[config.mk]
export PLATFORM = sky130hd
export DESIGN_NAME = phy_ctrl_bank
export DESIGN_NICKNAME = d
export VERILOG_FILES = /design/src/rtl/phy_ctrl_bank_pkg.sv /design/src/rtl/phy_ctrl_bank_word.sv /design/src/rtl/phy_ctrl_bank_sync.sv /design/src/rtl/phy_ctrl_bank.sv
export SDC_FILE = /design/constraint.sdc
export NUM_CORES = 1
export LEC_CHECK = 0
export ABC_AREA = 1
export BUFFER_PORTS_ARGS = -buffer_cell sky130_fd_sc_hd__buf_2
export CORE_MARGIN = 2
export CORE_UTILIZATION = 48
export CTS_CLUSTER_DIAMETER = 60
export CTS_CLUSTER_SIZE = 8
export DETAILED_ROUTE_END_ITERATION = 6
export HOLD_SLACK_MARGIN = 0.15
export PLACE_DENSITY = 0.8
export RECOVER_POWER = 50
export SLEW_MARGIN = 10
export SYNTH_ARGS = -nofsm -noshare
export SYNTH_HDL_FRONTEND = slang
export SYNTH_SLANG_ARGS = --single-unit
[constraint.sdc]
create_clock -name clk -period 1.42 [get_ports clk]
set_input_delay 0.213 -clock clk [delete_from_list [all_inputs] [get_ports clk]]
set_output_delay 0.213 -clock clk [all_outputs]
set_load 0.03 [all_outputs]
[src/rtl/phy_ctrl_bank_pkg.sv]
package phy_ctrl_bank_pkg;

  localparam int NUM_WORDS = 4;
  localparam int HALF_W    = 16;

  localparam logic [15:0] OFS_LANE   = 16'h6254;
  localparam logic [15:0] OFS_TURN0  = 16'h6224;
  localparam logic [15:0] OFS_PORT1  = 16'h6260;
  localparam logic [15:0] OFS_TEST   = 16'h6264;
  localparam logic [15:0] OFS_STATUS = 16'hE2A4;

  // index order inside the bank
  localparam int IDX_LANE  = 0;
  localparam int IDX_TURN0 = 1;
  localparam int IDX_PORT1 = 2;
  localparam int IDX_TEST  = 3;

  function automatic logic [15:0] word_offset(input int idx);
    case (idx)
      IDX_LANE:  return OFS_LANE;
      IDX_TURN0: return OFS_TURN0;
      IDX_PORT1: return OFS_PORT1;
      default:   return OFS_TEST;
    endcase
  endfunction

  // bits that really hold a field
  function automatic logic [15:0] word_impl(input int idx);
    case (idx)
      IDX_LANE:  return 16'hFFFF;
      IDX_TURN0: return 16'h0C0F;
      IDX_PORT1: return 16'h00FF;
      default:   return 16'h07FF;
    endcase
  endfunction

  // only the test clock comes out of reset high
  function automatic logic [15:0] word_reset(input int idx);
    return (idx == IDX_TEST) ? 16'h0200 : 16'h0000;
  endfunction

  // bit-masked update: en selects new data, otherwise old value stays
  function automatic logic [15:0] masked_merge(input logic [15:0] old_v,
                                               input logic [15:0] new_v,
                                               input logic [15:0] en);
    return (old_v & ~en) | (new_v & en);
  endfunction

endpackage

[src/rtl/phy_ctrl_bank_word.sv]
module phy_ctrl_bank_word
  import phy_ctrl_bank_pkg::*;
#(
  parameter logic [15:0] IMPL = 16'hFFFF,
  parameter logic [15:0] RSTV = 16'h0000
) (
  input  logic        clk,
  input  logic        rst_n,
  input  logic        wr_hit,
  input  logic [31:0] wdata,
  output logic [15:0] q
);

  logic [15:0] wr_en_bits;
  logic [15:0] wr_val_bits;
  logic [15:0] q_next;

  assign wr_en_bits  = wdata[31:16];
  assign wr_val_bits = wdata[15:0];
  assign q_next      = masked_merge(q, wr_val_bits, wr_en_bits) & IMPL;

  always_ff @(posedge clk or negedge rst_n) begin
    if (!rst_n)      q <= RSTV & IMPL;
    else if (wr_hit) q <= q_next;
  end

  // enabled, implemented bits follow the write data
  assert_enabled_load_R1: assert property (@(posedge clk) disable iff (!rst_n)
    wr_hit |=> ((q & $past(wr_en_bits) & IMPL) ==
                ($past(wr_val_bits) & $past(wr_en_bits) & IMPL)));

  // disabled bits are left alone
  assert_masked_keep_R2: assert property (@(posedge clk) disable iff (!rst_n)
    wr_hit |=> ((q & ~$past(wr_en_bits)) == ($past(q) & ~$past(wr_en_bits))));

  // without a write the word never moves
  assert_idle_hold_R9: assert property (@(posedge clk) disable iff (!rst_n)
    !wr_hit |=> $stable(q));

endmodule

[src/rtl/phy_ctrl_bank_sync.sv]
module phy_ctrl_bank_sync #(
  parameter int WIDTH = 8
) (
  input  logic             clk,
  input  logic             rst_n,
  input  logic [WIDTH-1:0] d,
  output logic [WIDTH-1:0] q
);

  logic [WIDTH-1:0] stage1;

  always_ff @(posedge clk or negedge rst_n) begin
    if (!rst_n) begin
      stage1 <= '0;
      q      <= '0;
    end else begin
      stage1 <= d;
      q      <= stage1;
    end
  end

endmodule

[src/rtl/phy_ctrl_bank.sv]
module phy_ctrl_bank
  import phy_ctrl_bank_pkg::*;
#(
  parameter int ADDR_W = 16,
  parameter int TDO_W  = 8
) (
  input  logic              clk,
  input  logic              rst_n,
  input  logic              bus_wr,
  input  logic [ADDR_W-1:0] bus_addr,
  input  logic [31:0]       bus_wdata,
  output logic [31:0]       bus_rdata,
  input  logic [TDO_W-1:0]  test_dout_i,
  output logic [3:0]        rx_lane_en_o,
  output logic [3:0]        force_rx_o,
  output logic [3:0]        force_stop_o,
  output logic [3:0]        turn_dis_o,
  output logic [3:0]        turn_req0_o,
  output logic              clk_inv0_o,
  output logic              clk_inv1_o,
  output logic [3:0]        turn_req1_o,
  output logic              src_sel_o,
  output logic              base_dir_o,
  output logic              clk_en_o,
  output logic              role_o,
  output logic [7:0]        test_din_o,
  output logic              test_en_o,
  output logic              test_clk_o,
  output logic              test_clr_o
);

  localparam int STAT_PAD = 32 - TDO_W;

  logic [NUM_WORDS-1:0]             addr_hit;
  logic [NUM_WORDS-1:0]             wr_hit;
  logic [NUM_WORDS-1:0][HALF_W-1:0] word_q;
  logic                             status_hit;
  logic [TDO_W-1:0]                 status_q;

  assign status_hit = (16'(bus_addr) == OFS_STATUS);

  for (genvar gi = 0; gi < NUM_WORDS; gi++) begin : g_word
    assign addr_hit[gi] = (16'(bus_addr) == word_offset(gi));
    assign wr_hit[gi]   = bus_wr && addr_hit[gi];

    phy_ctrl_bank_word #(
      .IMPL (word_impl(gi)),
      .RSTV (word_reset(gi))
    ) u_word (
      .clk    (clk),
      .rst_n  (rst_n),
      .wr_hit (wr_hit[gi]),
      .wdata  (bus_wdata),
      .q      (word_q[gi])
    );
  end

  phy_ctrl_bank_sync #(.WIDTH(TDO_W)) u_sync (
    .clk   (clk),
    .rst_n (rst_n),
    .d     (test_dout_i),
    .q     (status_q)
  );

  always_comb begin
    bus_rdata = '0;
    for (int i = 0; i < NUM_WORDS; i++)
      if (addr_hit[i]) bus_rdata = {16'h0000, word_q[i]};
    if (status_hit) bus_rdata = {{STAT_PAD{1'b0}}, status_q};
  end

  // field fan-out
  assign rx_lane_en_o = word_q[IDX_LANE][3:0];
  assign force_rx_o   = word_q[IDX_LANE][7:4];
  assign force_stop_o = word_q[IDX_LANE][11:8];
  assign turn_dis_o   = word_q[IDX_LANE][15:12];
  assign turn_req0_o  = word_q[IDX_TURN0][3:0];
  assign clk_inv0_o   = word_q[IDX_TURN0][10];
  assign clk_inv1_o   = word_q[IDX_TURN0][11];
  assign turn_req1_o  = word_q[IDX_PORT1][3:0];
  assign src_sel_o    = word_q[IDX_PORT1][4];
  assign base_dir_o   = word_q[IDX_PORT1][5];
  assign clk_en_o     = word_q[IDX_PORT1][6];
  assign role_o       = word_q[IDX_PORT1][7];
  assign test_din_o   = word_q[IDX_TEST][7:0];
  assign test_en_o    = word_q[IDX_TEST][8];
  assign test_clk_o   = word_q[IDX_TEST][9];
  assign test_clr_o   = word_q[IDX_TEST][10];

  // cycles since reset, saturating, so the sync check never reaches before reset
  logic [1:0] since_rst;
  always_ff @(posedge clk or negedge rst_n) begin
    if (!rst_n)                 since_rst <= '0;
    else if (since_rst != 2'd3) since_rst <= since_rst + 2'd1;
  end

  assert_upper_zero_R8: assert property (@(posedge clk) disable iff (!rst_n)
    (|addr_hit) |-> (bus_rdata[31:16] == 16'h0000));

  assert_unmapped_write_R9: assert property (@(posedge clk) disable iff (!rst_n)
    (bus_wr && !(|addr_hit)) |=> $stable(word_q));

  assert_sync_lag_R10: assert property (@(posedge clk) disable iff (!rst_n)
    (since_rst == 2'd3) |-> (status_q == $past(test_dout_i, 2)));

  assert_single_hit_R9: assert property (@(posedge clk) disable iff (!rst_n)
    $onehot0({addr_hit, status_hit}));

endmodule

==> implementation parameters <==
Parameter                              Value

Clocking
  H-tree lvl count    3
  Number of clock sinks    57
  Insertion delay to the later sink of the worst-skew pair    0.34 ns
  CTS Buf Count    9
  Maximum clock insertion buffer count    2
  Root cell of the clock tree    sky130_fd_sc_hd__clkbuf_8
  Clock tree from TritonCTS    built
  Post-CTS clock slew at the launch and capture registers of the worst setup and hold paths    0.07 ns

STA
  Fmax achieved    between 0.5 and 0.6 GHz
  Final period util    122.1%
  Unrepaired setup endpoints after global routing    yes
  Total negative slack for setup checks    -5.535 ns
  Final Max Tran Viols    0
  Number of endpoints failing setup at the final stage    34
  Minimum setup slack in the final design    -0.3142 ns
  Tmin final    1.734 ns
  Clk_skew    0.003234 ns
  Number of hold violations in the final report    0

Critical path
  Highest net fanout along the worst path    6
  Required arrival time at the worst endpoint    1.21 ns
  Setup slack of the worst register-to-register path    approximately 0.65 ns
  Critical path endpoint category    primary output
  Total buffers and inverters traversed by the critical path    3
  Crit-path cells    buf_4 > nor2_4 > nand2_2 > nor2_4 > nand3_4 > buf_8 > nor2_1 > nor2_1 > nand2_1 > nand2_2 > buf_6
  Critical Path AT    between 1.5 and 2 ns
  Sort of element at the start of the critical path    input port
  Cell with the largest stage delay on the worst path    sky130_fd_sc_hd__buf_8
  Crit-path leading delay family    simple AND/OR/NAND/NOR gates
  Worst path max stage delay    0.18 ns
  Worst Path Class, Setup    input port to primary output
  CP startpoint    bus_addr[11]

Power and ir drop
  Peak VDD IR    approximately 1 mV
  Leakage power summed over all cells    2.826 nW
  Pwr dens    669.2 nW/um^2
  Post-layout power    3.559 mW

Floorplan
  Placeable core area    6350 sq um
  Number of rows created at floorplan    29
  Starting utilization of the core area    49.44%
  DIE AREA    ~7200 sq um
  Die X    84.87 um
  Die Ht    84.87 um
  I/O pins    132

Finish
  Number of filler cells placed in the layout    308
  Final Instance Area    between 5000 and 6000 sq um
  Area added between synthesis and finish    69.39%
  Share of layout cells above drive strength 1    50.87%
  Number of nets in the layout    685
  Non-filler cells in the finished layout    709

Drt
  Number of DRC markers in iteration 0    646
  Via total after detailed routing    4039
  Routed Antenna Nets    0
  Average detailed-routed wire length per instance    18.53 um
  Ratio of routed vias to standard cells    5.697
  Remaining design rule violation count    0
  Overall routed net length    about 13 mm
  Length of the first detailed-routing pass in iterations    7

Place
  Input/output buffers    115
  Final weighted congestion in routability-driven placement    0.8788
  Minimum setup slack after placement    -0.3403 ns
  Placement Cell Area    4050 sq um
  DPL Wire Length    6.583 mm
  Number of placed cells counting well taps    642

Yosys
  Number of instances in the synthesized netlist    421
  Sequential-to-total area share from yosys stat    45.48%
  Top FF cell, synth    sky130_fd_sc_hd__dfrtp_1
  Library cell occupying the most area in the post-synthesis netlist    sky130_fd_sc_hd__dfrtp_1
  Post-synthesis register bit count    between 50 and 60
  Syn Std Cell Area    3139 sq um
  Proportion of synthesized flip-flops having asynchronous set or reset    100.0%
  Post-synth EDFFs    0
  Synth unique cells    24
  Average cell area after synthesis    7.457 sq um
  Area share of the leading cell type in the synthesized netlist    44.64%
  Yosys warns    0
  Synth top area cells    sky130_fd_sc_hd__dfrtp_1 (45%), sky130_fd_sc_hd__nand2_1 (13%), sky130_fd_sc_hd__nand3_1 (9.1%)

Global routing
  Fraction of met3 tracks used by global routing    ~7%
  Via count of the first global-routing pass    3827
  Remaining Overflow, GRT    0
  Maximum number of pins on one net before global-route repair    31
  Global-route wire length before repair    17.95 mm
  Peak-usage layer in the global routing report    met2
  Tot GR Track Use    between 30% and 40%
  Grt met2 use    between 50% and 60%
  GR Layer Usage met1    38.32%
  Initial antenna violation count    1

Hold path
  Hold crit path type    input port to register
  Hold path startpoint    bus_wdata[29]

Flow run
  Maximum capacitance violations    0

Outcome
  Outcome    finished, violations left
  Violated checks    setup timing
==> cells in the final DEF (no fill, tap or decap), types with 2 or more instances in the layout <==
master,n
sky130_fd_sc_hd__nand3_4,2
sky130_fd_sc_hd__buf_2,86
sky130_fd_sc_hd__clkbuf_1,2
sky130_fd_sc_hd__nor2_2,15
sky130_fd_sc_hd__nor2_4,22
sky130_fd_sc_hd__nor2_1,37
sky130_fd_sc_hd__inv_1,32
sky130_fd_sc_hd__a21oi_1,18
sky130_fd_sc_hd__dlygate4sd3_1,25
sky130_fd_sc_hd__clkinvlp_4,4
sky130_fd_sc_hd__a21oi_2,2
sky130_fd_sc_hd__o21ai_1,3
sky130_fd_sc_hd__nand2_2,24
sky130_fd_sc_hd__nand3_2,30
sky130_fd_sc_hd__inv_4,6
sky130_fd_sc_hd__clkbuf_8,10
sky130_fd_sc_hd__buf_6,35
sky130_fd_sc_hd__clkinv_2,2
sky130_fd_sc_hd__o21ai_2,4
sky130_fd_sc_hd__nand2_4,10
sky130_fd_sc_hd__nand3_1,39
sky130_fd_sc_hd__nand2_1,78
sky130_fd_sc_hd__inv_2,8
sky130_fd_sc_hd__conb_1,16
sky130_fd_sc_hd__buf_4,48
sky130_fd_sc_hd__dfrtp_1,56
sky130_fd_sc_hd__buf_8,5
==> path summary, 6_finish.rpt <==
| path | to | cells after the start |
|---|---|---|
| min in group asynchronous | asynchronous set/reset pin | 2 |
| max reg2reg | register | 2 |
| max in group asynchronous | asynchronous set/reset pin | 3 |
| min | register | 3 |
| max | bus_rdata[5] | 11 |
| min reg2reg | u_sync.q[2] | 0 |
==> cell usage after synthesis, types with 2 or more instances <==
cell,count
sky130_fd_sc_hd__a21oi_1,20
sky130_fd_sc_hd__nor2_2,3
sky130_fd_sc_hd__dfrtp_1,56
sky130_fd_sc_hd__o21ai_0,8
sky130_fd_sc_hd__and3_1,2
sky130_fd_sc_hd__nand3_1,57
sky130_fd_sc_hd__nand2_1,110
sky130_fd_sc_hd__buf_2,7
sky130_fd_sc_hd__nor2_1,69
sky130_fd_sc_hd__inv_2,2
sky130_fd_sc_hd__inv_1,44
sky130_fd_sc_hd__nand3_2,14
sky130_fd_sc_hd__buf_4,18
==> worst min-delay path, cell delays in order <==
cell	delay, ns
sky130_fd_sc_hd__buf_2	0.10
sky130_fd_sc_hd__nand3_2	0.07
sky130_fd_sc_hd__a21oi_1	0.06
==> repair_timing <==
action / 4_1_cts / 5_1_grt
endpoints found under the setup margin: 16 / 40
cloned: 4 / 0
hold buffers: 25 / 0
resized for setup: 121 / 75
buffers inserted: 14 / 7
pin swaps: 35 / 34
hold endpoints to repair: 39 / 0
==> per-layer routing <==
metal  part of all wire [%]  up-vias  wire [um]
met5                      0        -          0
met1                     36     1844       4699
met2                     46      378       6068
li1                       -     1703          -
met3                     11      114       1404
met4                    7.3        0        962
==> area by class of cell <==
class | instances | area, sq um | area share, %
antenna | 1 | 2.502 | 0.04706
clock buffer | 10 | 137.6 | 2.588
clock inverter | 6 | 41.29 | 0.7765
inverter | 46 | 187.7 | 3.529
multi-input combinational | 306 | 1839 | 34.59
sequential | 57 | 1428 | 26.85
tap | 77 | 96.34 | 1.812
timing repair buffer | 205 | 1578 | 29.67
timing repair inverter | 1 | 7.507 | 0.1412
==> where the power goes <==
| group | leakage, nW | switching [mW] | internal, mW |
|---|---|---|---|
| Combinational | 2.07 | 0.284 | 0.200 |
| Sequential | 0.672 | 0.00748 | 1.65 |
| Clock | 0.0847 | 0.742 | 0.679 |
==> stage by stage <==
stage | utilization, % | hold slack [ns]
after global routing | 83.74 | 0.1525
final | 83.74 | 0.1442
after floorplan | - | -0.08259
after global placement | 63.78 | 0.1802
after detailed placement | 63.78 | 0.1812
after CTS | 79.51 | 0.1506
==> cell families after synthesis <==
logic type	after synthesis	share of synthesized area, %
AOI/OAI and AO/OA	28	4.464
buffers and inverters	74	12.04
DFF	57	45.48
other	1	0.1195
and+or+nand+nor	261	37.90
Note: power is estimated with default switching activity, not from simulation.
